[config.mk]
export PLATFORM = sky130hd
export DESIGN_NAME = keyed_cfg_port
export DESIGN_NICKNAME = d
export VERILOG_FILES = /design/src/rtl/cfgp_pkg.sv /design/src/rtl/cfgp_lock_fsm.sv /design/src/rtl/cfgp_regs.sv /design/src/rtl/cfgp_fwd.sv /design/src/rtl/keyed_cfg_port.sv
export SDC_FILE = /design/constraint.sdc
export NUM_CORES = 1
export LEC_CHECK = 0
export BUFFER_PORTS_ARGS = -buffer_cell sky130_fd_sc_hd__buf_2
export CAP_MARGIN = 20
export CORE_MARGIN = 2
export CORE_UTILIZATION = 51
export CTS_CLUSTER_DIAMETER = 200
export DETAILED_ROUTE_END_ITERATION = 16
export GPL_ROUTABILITY_DRIVEN = 0
export PLACE_DENSITY = 0.85
export SETUP_SLACK_MARGIN = 0.02
export SLEW_MARGIN = 5
export SYNTH_ARGS = -nofsm -noshare
export SYNTH_HDL_FRONTEND = slang
export SYNTH_SLANG_ARGS = --single-unit
[constraint.sdc]
create_clock -name clk -period 4.8 [get_ports clk]
set_input_delay 0 -clock clk [delete_from_list [all_inputs] [get_ports clk]]
set_output_delay 0 -clock clk [all_outputs]
set_load 0.01 [all_outputs]
[src/rtl/cfgp_pkg.sv]
package cfgp_pkg;
  localparam int DW = 8;

  typedef enum logic [1:0] {
    ST_LOCKED = 2'd0,
    ST_ARMED  = 2'd1,
    ST_OPEN   = 2'd2
  } lock_st_e;

  localparam logic [DW-1:0] KEY_OPEN    = 8'h87;
  localparam logic [DW-1:0] KEY_CLOSE   = 8'hAA;
  localparam logic [DW-1:0] IX_LDSEL    = 8'h07;
  localparam logic [DW-1:0] IX_ID_HI    = 8'h20;
  localparam logic [DW-1:0] IX_ID_LO    = 8'h21;
  localparam logic [DW-1:0] IX_REV      = 8'h22;
  localparam logic [DW-1:0] IX_VEN_HI   = 8'h23;
  localparam logic [DW-1:0] IX_VEN_LO   = 8'h24;
  localparam logic [DW-1:0] IX_FWD_BASE = 8'h30;
  localparam logic [DW-1:0] RD_IDLE     = 8'hFF;
endpackage

[src/rtl/cfgp_lock_fsm.sv]
module cfgp_lock_fsm
  import cfgp_pkg::*;
(
  input  logic          clk,
  input  logic          rst_n,
  input  logic          key_wr,
  input  logic [DW-1:0] key_byte,
  output logic          open
);
  lock_st_e state_q, state_d;

  always_comb begin
    state_d = state_q;
    if (key_wr) begin
      case (state_q)
        ST_LOCKED: state_d = (key_byte == KEY_OPEN) ? ST_ARMED : ST_LOCKED;
        ST_ARMED:  state_d = (key_byte == KEY_OPEN) ? ST_OPEN  : ST_LOCKED;
        ST_OPEN:   state_d = (key_byte == KEY_CLOSE) ? ST_LOCKED : ST_OPEN;
        default:   state_d = ST_LOCKED;
      endcase
    end
  end

  always_ff @(posedge clk or negedge rst_n) begin
    if (!rst_n) state_q <= ST_LOCKED;
    else        state_q <= state_d;
  end

  assign open = (state_q == ST_OPEN);


  open_after_key_chk: assert property (@(posedge clk) disable iff (!rst_n)
    $rose(open) |-> $past(key_wr && key_byte == KEY_OPEN));


  close_key_chk: assert property (@(posedge clk) disable iff (!rst_n)
    (open && key_wr && key_byte == KEY_CLOSE) |=> !open);
endmodule

[src/rtl/cfgp_regs.sv]
module cfgp_regs
  import cfgp_pkg::*;
#(
  parameter logic [15:0] DEV_ID = 16'h0A51,
  parameter logic [15:0] VEN_ID = 16'h1934,
  parameter logic [7:0]  REV    = 8'h03
) (
  input  logic          clk,
  input  logic          rst_n,
  input  logic          open,
  input  logic          idx_wr,
  input  logic          dat_wr,
  input  logic [DW-1:0] wdata,
  output logic [DW-1:0] idx_q,
  output logic [DW-1:0] ldn_q,
  output logic [DW-1:0] local_rdata,
  output logic          is_local
);
  logic          idx_en, ldn_en;
  logic [DW-1:0] idx_d, ldn_d;

  always_comb begin
    idx_en = open && idx_wr && (wdata != KEY_CLOSE);
    ldn_en = open && dat_wr && (idx_q == IX_LDSEL);
    idx_d  = idx_en ? wdata : idx_q;
    ldn_d  = ldn_en ? wdata : ldn_q;
  end

  always_ff @(posedge clk or negedge rst_n) begin
    if (!rst_n) begin
      idx_q <= '0;
      ldn_q <= '0;
    end else begin
      idx_q <= idx_d;
      ldn_q <= ldn_d;
    end
  end

  always_comb begin
    is_local = (idx_q < IX_FWD_BASE);
    case (idx_q)
      IX_LDSEL:  local_rdata = ldn_q;
      IX_ID_HI:  local_rdata = DEV_ID[15:8];
      IX_ID_LO:  local_rdata = DEV_ID[7:0];
      IX_REV:    local_rdata = REV;
      IX_VEN_HI: local_rdata = VEN_ID[15:8];
      IX_VEN_LO: local_rdata = VEN_ID[7:0];
      default:   local_rdata = RD_IDLE;
    endcase
  end


  ldn_hold_chk: assert property (@(posedge clk) disable iff (!rst_n)
    !(open && dat_wr) |=> $stable(ldn_q));


  idx_locked_chk: assert property (@(posedge clk) disable iff (!rst_n)
    !open |=> $stable(idx_q));
endmodule

[src/rtl/cfgp_fwd.sv]
module cfgp_fwd
  import cfgp_pkg::*;
(
  input  logic          clk,
  input  logic          rst_n,
  input  logic          open,
  input  logic          idx_rd,
  input  logic          dat_rd,
  input  logic          dat_wr,
  input  logic [DW-1:0] wdata,
  input  logic [DW-1:0] idx_q,
  input  logic [DW-1:0] ldn_q,
  input  logic [DW-1:0] local_rdata,
  input  logic          is_local,
  output logic          dev_rd,
  output logic          dev_wr,
  output logic [DW-1:0] dev_num,
  output logic [DW-1:0] dev_idx,
  output logic [DW-1:0] dev_wdata,
  input  logic [DW-1:0] dev_rdata,
  output logic [DW-1:0] io_rdata,
  output logic          io_rvalid
);
  logic          rd_any;
  logic          rvalid_q, fwd_q;
  logic          rvalid_d, fwd_d;
  logic [DW-1:0] hold_q, hold_d;

  always_comb begin
    dev_rd    = open && dat_rd && !is_local;
    dev_wr    = open && dat_wr && !is_local;
    dev_num   = ldn_q;
    dev_idx   = idx_q;
    dev_wdata = wdata;
    rd_any    = idx_rd || dat_rd;
    rvalid_d  = rd_any;
    fwd_d     = dev_rd;
    hold_d    = hold_q;
    if (rd_any) begin
      if (!open)      hold_d = RD_IDLE;
      else if (idx_rd) hold_d = idx_q;
      else            hold_d = local_rdata;
    end
  end

  always_ff @(posedge clk or negedge rst_n) begin
    if (!rst_n) begin
      rvalid_q <= 1'b0;
      fwd_q    <= 1'b0;
      hold_q   <= RD_IDLE;
    end else begin
      rvalid_q <= rvalid_d;
      fwd_q    <= fwd_d;
      if (rd_any) hold_q <= hold_d;
    end
  end

  assign io_rvalid = rvalid_q;
  assign io_rdata  = fwd_q ? dev_rdata : hold_q;


  fwd_return_chk: assert property (@(posedge clk) disable iff (!rst_n)
    dev_rd |=> (io_rvalid && fwd_q));


  rvalid_cause_chk: assert property (@(posedge clk) disable iff (!rst_n)
    io_rvalid |-> $past(idx_rd || dat_rd));


  strobe_excl_chk: assert property (@(posedge clk) disable iff (!rst_n)
    !(dat_rd && dat_wr) |-> $onehot0({dev_rd, dev_wr}));
endmodule

[src/rtl/keyed_cfg_port.sv]
module keyed_cfg_port
  import cfgp_pkg::*;
#(
  parameter int          ADDR_W   = 16,
  parameter logic [15:0] BASE_PRI = 16'h002E,
  parameter logic [15:0] BASE_ALT = 16'h004E,
  parameter logic [15:0] DEV_ID   = 16'h0A51,
  parameter logic [15:0] VEN_ID   = 16'h1934,
  parameter logic [7:0]  REV      = 8'h03
) (
  input  logic              clk,
  input  logic              rst_n,
  input  logic              strap_alt,
  input  logic [ADDR_W-1:0] io_addr,
  input  logic              io_wr,
  input  logic              io_rd,
  input  logic [DW-1:0]     io_wdata,
  output logic [DW-1:0]     io_rdata,
  output logic              io_rvalid,
  output logic              dev_rd,
  output logic              dev_wr,
  output logic [DW-1:0]     dev_num,
  output logic [DW-1:0]     dev_idx,
  output logic [DW-1:0]     dev_wdata,
  input  logic [DW-1:0]     dev_rdata
);
  localparam logic [ADDR_W-1:0] IDX_PRI = ADDR_W'(BASE_PRI);
  localparam logic [ADDR_W-1:0] IDX_ALT = ADDR_W'(BASE_ALT);

  logic [ADDR_W-1:0] base;
  logic              idx_hit, dat_hit;
  logic              idx_wr, idx_rd, dat_wr, dat_rd;
  logic              open, is_local;
  logic [DW-1:0]     idx_q, ldn_q, local_rdata;

  always_comb begin
    base    = strap_alt ? IDX_ALT : IDX_PRI;
    idx_hit = (io_addr == base);
    dat_hit = (io_addr == base + ADDR_W'(1));
    idx_wr  = io_wr && idx_hit;
    idx_rd  = io_rd && idx_hit;
    dat_wr  = io_wr && dat_hit;
    dat_rd  = io_rd && dat_hit;
  end

  cfgp_lock_fsm u_lock (
    .clk      (clk),
    .rst_n    (rst_n),
    .key_wr   (idx_wr),
    .key_byte (io_wdata),
    .open     (open)
  );

  cfgp_regs #(
    .DEV_ID (DEV_ID),
    .VEN_ID (VEN_ID),
    .REV    (REV)
  ) u_regs (
    .clk         (clk),
    .rst_n       (rst_n),
    .open        (open),
    .idx_wr      (idx_wr),
    .dat_wr      (dat_wr),
    .wdata       (io_wdata),
    .idx_q       (idx_q),
    .ldn_q       (ldn_q),
    .local_rdata (local_rdata),
    .is_local    (is_local)
  );

  cfgp_fwd u_fwd (
    .clk         (clk),
    .rst_n       (rst_n),
    .open        (open),
    .idx_rd      (idx_rd),
    .dat_rd      (dat_rd),
    .dat_wr      (dat_wr),
    .wdata       (io_wdata),
    .idx_q       (idx_q),
    .ldn_q       (ldn_q),
    .local_rdata (local_rdata),
    .is_local    (is_local),
    .dev_rd      (dev_rd),
    .dev_wr      (dev_wr),
    .dev_num     (dev_num),
    .dev_idx     (dev_idx),
    .dev_wdata   (dev_wdata),
    .dev_rdata   (dev_rdata),
    .io_rdata    (io_rdata),
    .io_rvalid   (io_rvalid)
  );


  no_decode_chk: assert property (@(posedge clk) disable iff (!rst_n)
    (io_rd && !idx_hit && !dat_hit) |=> !io_rvalid);
endmodule

==> results of run 1 <==
==> report_power, final <==
part	total, mW	internal [mW]	switching [mW]	leakage, nW
sequential	0.237	0.236	0.0000498	0.362
clock	0.114	0.0464	0.0679	0.0210
combinational	0.0463	0.0236	0.0228	0.700
==> per-stage QoR <==
stage	hold WS, ns	power (mW)	instance area [µm²]	util	cells
floorplan	-0.296	0.258	1680	-	148
global placement	0.0346	0.280	1980	0.643	248
detailed placement	0.0329	0.281	1980	0.643	248
CTS	0.0109	0.398	2120	0.688	262
global route	0.0115	0.416	2120	0.688	262
finish	0.0130	0.397	2120	0.688	262
==> logic make-up (layout without fill, tap and decap cells) <==
logic type      after synthesis  after routing  synth area share
xor+xnor                      1              1           0.00523
buf+inv                      19             89            0.0717
mux                          26             26             0.175
flops                        28             28             0.424
simple gates                 41             41             0.180
compound gates               33             33             0.144
==> area by class of cell <==
| class | instances | area [µm²] | share of cell area |
|---|---|---|---|
| clock buffer | 4 | 36.3 | 0.0171 |
| inverter | 4 | 15.0 | 0.00709 |
| multi-input combinational | 101 | 845 | 0.399 |
| sequential | 28 | 711 | 0.336 |
| tap | 44 | 55.1 | 0.0260 |
| timing repair buffer | 81 | 455 | 0.215 |
==> synth_stat cells (3+ instances only) <==
cell / n / area (µm²)
nand2_1: 5 / 18.8
buf_4: 10 / 75.1
inv_1: 4 / 15.0
mux2_2: 26 / 293
clkbuf_1: 3 / 11.3
dfrtp_1: 20 / 500
o22ai_1: 5 / 31.3
a2bb2oi_1: 6 / 52.6
a21oi_1: 9 / 45.0
nor4_1: 4 / 25.0
nor2_1: 4 / 15.0
nor4b_1: 3 / 26.3
dfstp_2: 8 / 210
nand3b_1: 3 / 22.5
==> final timing paths <==
kind | startpoint | to | slack [ns] | cells after the start
max in group asynchronous | rst_n | u_fwd.hold_q[5]$_DFFE_PN1P_ | 4.23 | 2
worst min-delay path | io_addr[14] | u_fwd.io_rvalid$_DFF_PN0_ | 0.01 | 4
worst max-delay path | u_regs.idx_q[5]$_DFFE_PN0P_ | u_regs.ldn_q[0]$_DFFE_PN0P_ | 2.40 | 4
worst max register to register | u_regs.idx_q[5]$_DFFE_PN0P_ | u_regs.ldn_q[0]$_DFFE_PN0P_ | 2.40 | 4
worst min register to register | u_fwd.hold_q[3]$_DFFE_PN1P_ | u_fwd.hold_q[3]$_DFFE_PN1P_ | 0.51 | 1
min in group asynchronous | rst_n | u_regs.ldn_q[7]$_DFFE_PN0P_ | 0.19 | 2
==> flip-flops by register name, indices dropped and copies added, names as in the netlist <==
register	flops
u_fwd.hold_q	8
u_regs.idx_q	8
u_regs.ldn_q	8
u_lock.state_q	2
u_fwd.fwd_q	1
u_fwd.io_rvalid	1
==> routing by layer <==
metal,vias up,GRT usage,part of all wire
li1,709,-,-
met1,726,0.306,0.43
met2,61,0.383,0.50
met3,6,0.0399,0.064
met4,0,0.0559,0.011
met5,-,0,0
==> worst max-delay path, stage by stage, from the launching register on <==
cell and delay [ns]:
dfrtp_1 0.54, nand4b_1 0.40, or4b_1 0.61, nor3_4 0.36, mux2_2 0.39
==> what timing repair did <==
item                       CTS  global route
setup endpoints to repair    0             0
buffers inserted             0             0
hold buffers                10             0
hold endpoints to repair    37             0
==> qor.yml, run 1 <==
sta:
  tightest_slew_ns: 0.872
  fin_skew_ns: 0.00707
  hold_viol_final: 0
  totalNegativeSetupSlack_ns: 0
  layout_min_cycle_time_ns: 2.40
  fmax_mhz: 416
  maxSlewHeadroom: 0.411
  final.period_utilization: 0.501
  slew_violations: 0
  setup_viol: 0
  rsz0062_at_grt: "false"
  setup_ws_ns: 2.40
yosys:
  async_flop_share: 1.00
  syn_nets: 185
  synth_edf_count: 0
  synth_cells: 148
  ys.flop_type: "dfrtp_1"
  yosys_warnings: 0
  synth_cell_types: 47
  ys_seq_elements: 28
  ys_seq_area_frac: 0.424
  avgSynthCellArea_um2: 11.3
  synth_area_mm2: 0.00168
clock_tree:
  clock_sinks: 28
  cts_buffers: 3
  clockBufferDepth: 2
  cts_tree: "yes"
  clk_pin_slew_worst_paths_ns: 0.14
  htree_levels: 1
  insertion_delay_ns: 0.32
  clk_root_buffer_cell: "clkbuf_4"
  cts_resized: 0
critical_path:
  required_ns: 5.02
  worstSetupStartpointType: "flop"
  endpoint_kind: "flop"
  critPathMaxFanout: 14
  cp.arrival_ns: 2.63
  crit_type: "reg2reg"
floorplan:
  fp.dieH_um: 61.3
  die_w_um: 61.3
  initial_core_util: 0.544
  std_cell_rows: 20
  ioPinCount: 72
  core_area_mm2: 0.00308
  dieArea_mm2: 0.00376
outcome:
  status: "finished, final reports clean"
drt:
  wl_per_cell_um: 15.6
  routed_wl_um: 4080
  route.vias.total: 1502
  via_per_inst: 5.73
  drt-initial-drc-count: 27
  first_pass_iters: 4
  antenna_left: 0
  drcViolationCount: 0
global_routing:
  grt_pass1_wl_um: 6330
  grt_start_max_net_pins: 29
  antenna_found_initial: 0
  grt.total_usage: 0.227
  grt_pass1_vias: 1377
  grt_overflow_total: 0
cells_and_area:
  nets: 256
  drive_above_1_share: 0.546
  fillerInstances: 244
  layout_common_cells: "buf_2, mux2_2, dfrtp_1"
  syn_to_final_growth_pct: 26.4
  final_common_cell: "buf_2"
  antennaDiodeCount: 0
pwr:
  vdd_drop_max_mv: 0.149
  powerDensity_mw_per_mm2: 188
  leakagePower_nw: 1.08
run:
  cap_violations: 0
placed_design:
  place_ws_ns: 2.43
  dp_hpwl_um: 3070
  port_buffers: 71
hold_path:
  worstHoldPathType: "in2reg"
No activity file was read; power rests on OpenSTA's default activity.
==> run 2, diff against run 1 <==
--- a/config.mk
+++ b/config.mk
@@ -5,14 +5,15 @@
 export SDC_FILE = /design/constraint.sdc
 export NUM_CORES = 1
 export LEC_CHECK = 0
+export ABC_AREA = 1
 export BUFFER_PORTS_ARGS = -buffer_cell sky130_fd_sc_hd__buf_2
 export CAP_MARGIN = 20
 export CORE_MARGIN = 2
-export CORE_UTILIZATION = 51
+export CORE_UTILIZATION = 45
 export CTS_CLUSTER_DIAMETER = 200
 export DETAILED_ROUTE_END_ITERATION = 16
 export GPL_ROUTABILITY_DRIVEN = 0
-export PLACE_DENSITY = 0.85
+export PLACE_DENSITY = 0.77
 export SETUP_SLACK_MARGIN = 0.02
 export SLEW_MARGIN = 5
 export SYNTH_ARGS = -nofsm -noshare
==> constraint.sdc (replaced) <==
create_clock -name clk -period 2 [get_ports clk]
set_input_delay 0 -clock clk [delete_from_list [all_inputs] [get_ports clk]]
set_output_delay 0 -clock clk [all_outputs]
set_load 0.01 [all_outputs]
==> run 2 against run 1 <==
Compared with the run above: first-iteration DRC count rose to 2.8 times the previous value; die area rose by 29%; synthesized cell count rose by 82%; register-to-register slack got worse by 2.0 ns.
==> qor.yml, run 2 <==
pwr:
  leakagePower_nw: 1.29  # was 1.08 nW
  p_int_mw: 0.875  # was 0.306 mW
  switching_power_mw: 0.225  # was 0.0907 mW
  powerDensity_mw_per_mm2: 470  # was 188 mW/mm²
  clock_power_share: 0.397  # was 0.288
  vdd_drop_max_mv: 0.555  # was 0.149 mV
  switching_share: 0.204  # was 0.228
  power_frac_seq: 0.515  # was 0.596
  p_comb_frac: 0.087  # was 0.117
drt:
  antenna_left: 0  # unchanged
  wl_per_cell_um: 11.5  # was 15.6 µm
  via_per_inst: 4.85  # was 5.73
  first_pass_iters: 4  # unchanged
  drt-initial-drc-count: 76  # was 27
  routed_wl_um: 4400  # was 4080 µm
  route.vias.total: 1858  # was 1502
  drcViolationCount: 0  # unchanged
global_routing:
  antenna_found_initial: 0  # unchanged
  grt.total_usage: 0.187  # was 0.227
  grt_pass1_vias: 1748  # was 1377
  grt_overflow_total: 0  # unchanged
  grt_start_max_net_pins: 29  # unchanged
  grt_pass1_wl_um: 7760  # was 6330 µm
cells_and_area:
  antennaDiodeCount: 0  # unchanged
  syn_to_final_growth_pct: 20.2  # was 26.4%
  layout_common_cells: "nand2_1, buf_2, inv_1"  # was buf_2, mux2_2, dfrtp_1
  nets: 371  # was 256
  drive_above_1_share: 0.345  # was 0.546
  seq_area_um2: 711  # unchanged
  final_common_cell: "nand2_1"  # was buf_2
  fillerInstances: 382  # was 244
  fin_util: 0.573  # was 0.688
  multi_input_area_um2: 977  # was 845 µm²
  top_regs: "u_fwd.hold_q x8, u_regs.idx_q x8, u_regs.ldn_q x8"  # unchanged
sta:
  fmax_mhz: 585
  fin_skew_ns: 0.00940  # was 0.00707 ns
  maxSlewHeadroom: 0.607  # was 0.411
  slew_violations: 0  # unchanged
  totalNegativeSetupSlack_ns: 0  # unchanged
  fin_hold_ws_ns: 0.00192  # was 0.0130 ns
  layout_min_cycle_time_ns: 1.71
  setup_viol: 0  # unchanged
  hold_viol_final: 0  # unchanged
  rsz0062_at_grt: "false"  # unchanged
  tightest_slew_ns: 0.590  # was 0.872 ns
  final.period_utilization: 0.855
run:
  cap_violations: 0  # unchanged
floorplan:
  initial_core_util: 0.476  # was 0.544
  fp.dieH_um: 69.8  # was 61.3 µm
  std_cell_rows: 23  # was 20
  ioPinCount: 72  # unchanged
  die_w_um: 69.8  # was 61.3 µm
  core_area_mm2: 0.00409  # was 0.00308 mm²
  dieArea_mm2: 0.00487  # was 0.00376 mm²
placed_design:
  dp_hpwl_um: 3630  # was 3070 µm
  port_buffers: 71  # unchanged
hold_path:
  worstHoldPathType: "in2reg"  # unchanged
critical_path:
  crit_type: "reg2out"  # was reg2reg
  endpoint_kind: "output port"  # was flop
  cp.arrival_ns: 1.71  # was 2.63 ns
  worst-path-buf-inv: 4  # was 0
  worstSetupStartpointType: "flop"  # unchanged
  max_stage_delay_ns: 0.42  # was 0.61 ns
  critPathMaxFanout: 4  # was 14
  critical_path.top_delay_family: "simple AND/OR/NAND/NOR gates"  # unchanged
  slowest_stage: "dfrtp_1"  # was or4b_1
  crit_top_cell: "inv_1"
  required_ns: 2.00  # was 5.02 ns
  cp_cell_sequence: "inv_1 -> nand2_1 -> inv_1 -> o21ai_0 -> inv_1 -> nor4_1 -> buf_2"  # was nand4b_1 -> or4b_1 -> nor3_4 -> mux2_2
yosys:
  avgSynthCellArea_um2: 7.21  # was 11.3 µm²
  synth_common_cells: "nand2_1, inv_1, nor2_1, dfrtp_1, nand3_1"  # was mux2_2, dfrtp_1, buf_4, a21oi_1, dfstp_2
  synth_cell_types: 27  # was 47
  netlist.area_leader.share: 0.257  # was 0.299
  synth_cells: 270  # was 148
  yosysMostFrequentCell: "nand2_1"  # was mux2_2
  async_flop_share: 1.00  # unchanged
  synth_area_leaders: "dfrtp_1, nand2_1, dfstp_2"  # was dfrtp_1, mux2_2, dfstp_2
  syn_nets: 307  # was 185
  synth_largest_area_cell: "dfrtp_1"  # unchanged
  ys_seq_area_frac: 0.365  # was 0.424
  ys_seq_elements: 28  # unchanged
  synth_edf_count: 0  # unchanged
  ys.flop_type: "dfrtp_1"  # unchanged
  yosys_warnings: 0  # unchanged
  synth_area_mm2: 0.00195  # was 0.00168 mm²
clock_tree:
  postCtsHoldBufs: 1  # was 10
  htree_levels: 1  # unchanged
  clock_sinks: 28  # unchanged
  cts_tree: "yes"  # unchanged
  cts_setup_buffers: 0  # unchanged
  clockBufferDepth: 2  # unchanged
  insertion_delay_ns: 0.28  # was 0.32 ns
  clk_root_buffer_cell: "clkbuf_8"  # was clkbuf_4
  cts_resized: 0  # unchanged
  clk_pin_slew_worst_paths_ns: 0.10  # was 0.14 ns
  cts_buffers: 3  # unchanged
outcome:
  status: "finished, final reports clean"  # unchanged
==> run 2: changes by cell type after synthesis, sizes merged, moves of 3 or more <==
cell / before / now
mux2: 26 / 9
nor3: 2 / 5
a2bb2oi: 6 / 0
nor4: 5 / 2
o21ai: 2 / 19
nor2: 4 / 39
nand2: 5 / 78
inv: 4 / 39
nand3: 1 / 21
nand4: 0 / 3
nor4b: 4 / 0
o22ai: 5 / 0
==> run 2: area by class of cell <==
type	count	share of cell area
clock inverter	1	0.0128
tap	50	0.0267
sequential	28	0.304
clock buffer	3	0.0176
inverter	39	0.0625
multi-input combinational	189	0.417
timing repair buffer	73	0.159
==> run 2: tightest hold or removal path: stages <==
cell and delay, ns:
buf_2 0.11, inv_1 0.08, o21ai_2 0.06
==> run 2: per-stage QoR <==
stage | setup slack (ns) | instance area [µm²] | power, mW | instances
after floorplan | 0.486 | 1950 | 0.621 | 270
after global placement | 0.458 | 2260 | 0.672 | 378
after detailed placement | 0.393 | 2260 | 0.674 | 378
after CTS | 0.298 | 2340 | 1.11 | 383
after global routing | 0.203 | 2340 | 1.15 | 383
final | 0.290 | 2340 | 1.10 | 383
==> run 2: logic make-up after synthesis <==
logic type,share of synthesized area
AOI/OAI and AO/OA,0.0964
and+or+nand+nor,0.353
DFF,0.365
muxes,0.0521
buffers and inverters,0.133
==> run 2: layer usage <==
layer	share of wire	vias to the layer above	wire length [µm]	global-route usage
met5	0	-	0	0
met4	0.0034	0	15	0.0214
met1	0.47	826	2060	0.249
met2	0.47	59	2080	0.328
li1	-	971	-	-
met3	0.055	2	244	0.0334
==> run 2: path summary, 6_finish.rpt <==
path	start	end	slack (ns)	depth (start not counted)
setup / recovery	u_regs.idx_q[7]$_DFFE_PN0P_	dev_rd	0.29	7
hold / removal	io_wdata[7]	u_regs.ldn_q[7]$_DFFE_PN0P_	0.002	3
setup reg to reg	u_regs.idx_q[7]$_DFFE_PN0P_	u_fwd.hold_q[6]$_DFFE_PN1P_	0.37	12
hold reg to reg	u_fwd.hold_q[4]$_DFFE_PN1P_	u_fwd.hold_q[4]$_DFFE_PN1P_	0.47	2
max in group asynchronous	rst_n	u_fwd.fwd_q$_DFF_PN0_	1.36	2
min in group asynchronous	rst_n	u_regs.ldn_q[1]$_DFFE_PN0P_	0.25	2
==> run 2: power groups by stage <==
stage	combinational, mW	clock (mW)	sequential (mW)
CTS	0.0983	0.447	0.567
global route	0.110	0.472	0.567
detailed placement	0.0967	0	0.578
finish	0.0962	0.437	0.567
floorplan	0.0435	0	0.578
global placement	0.0947	0	0.577
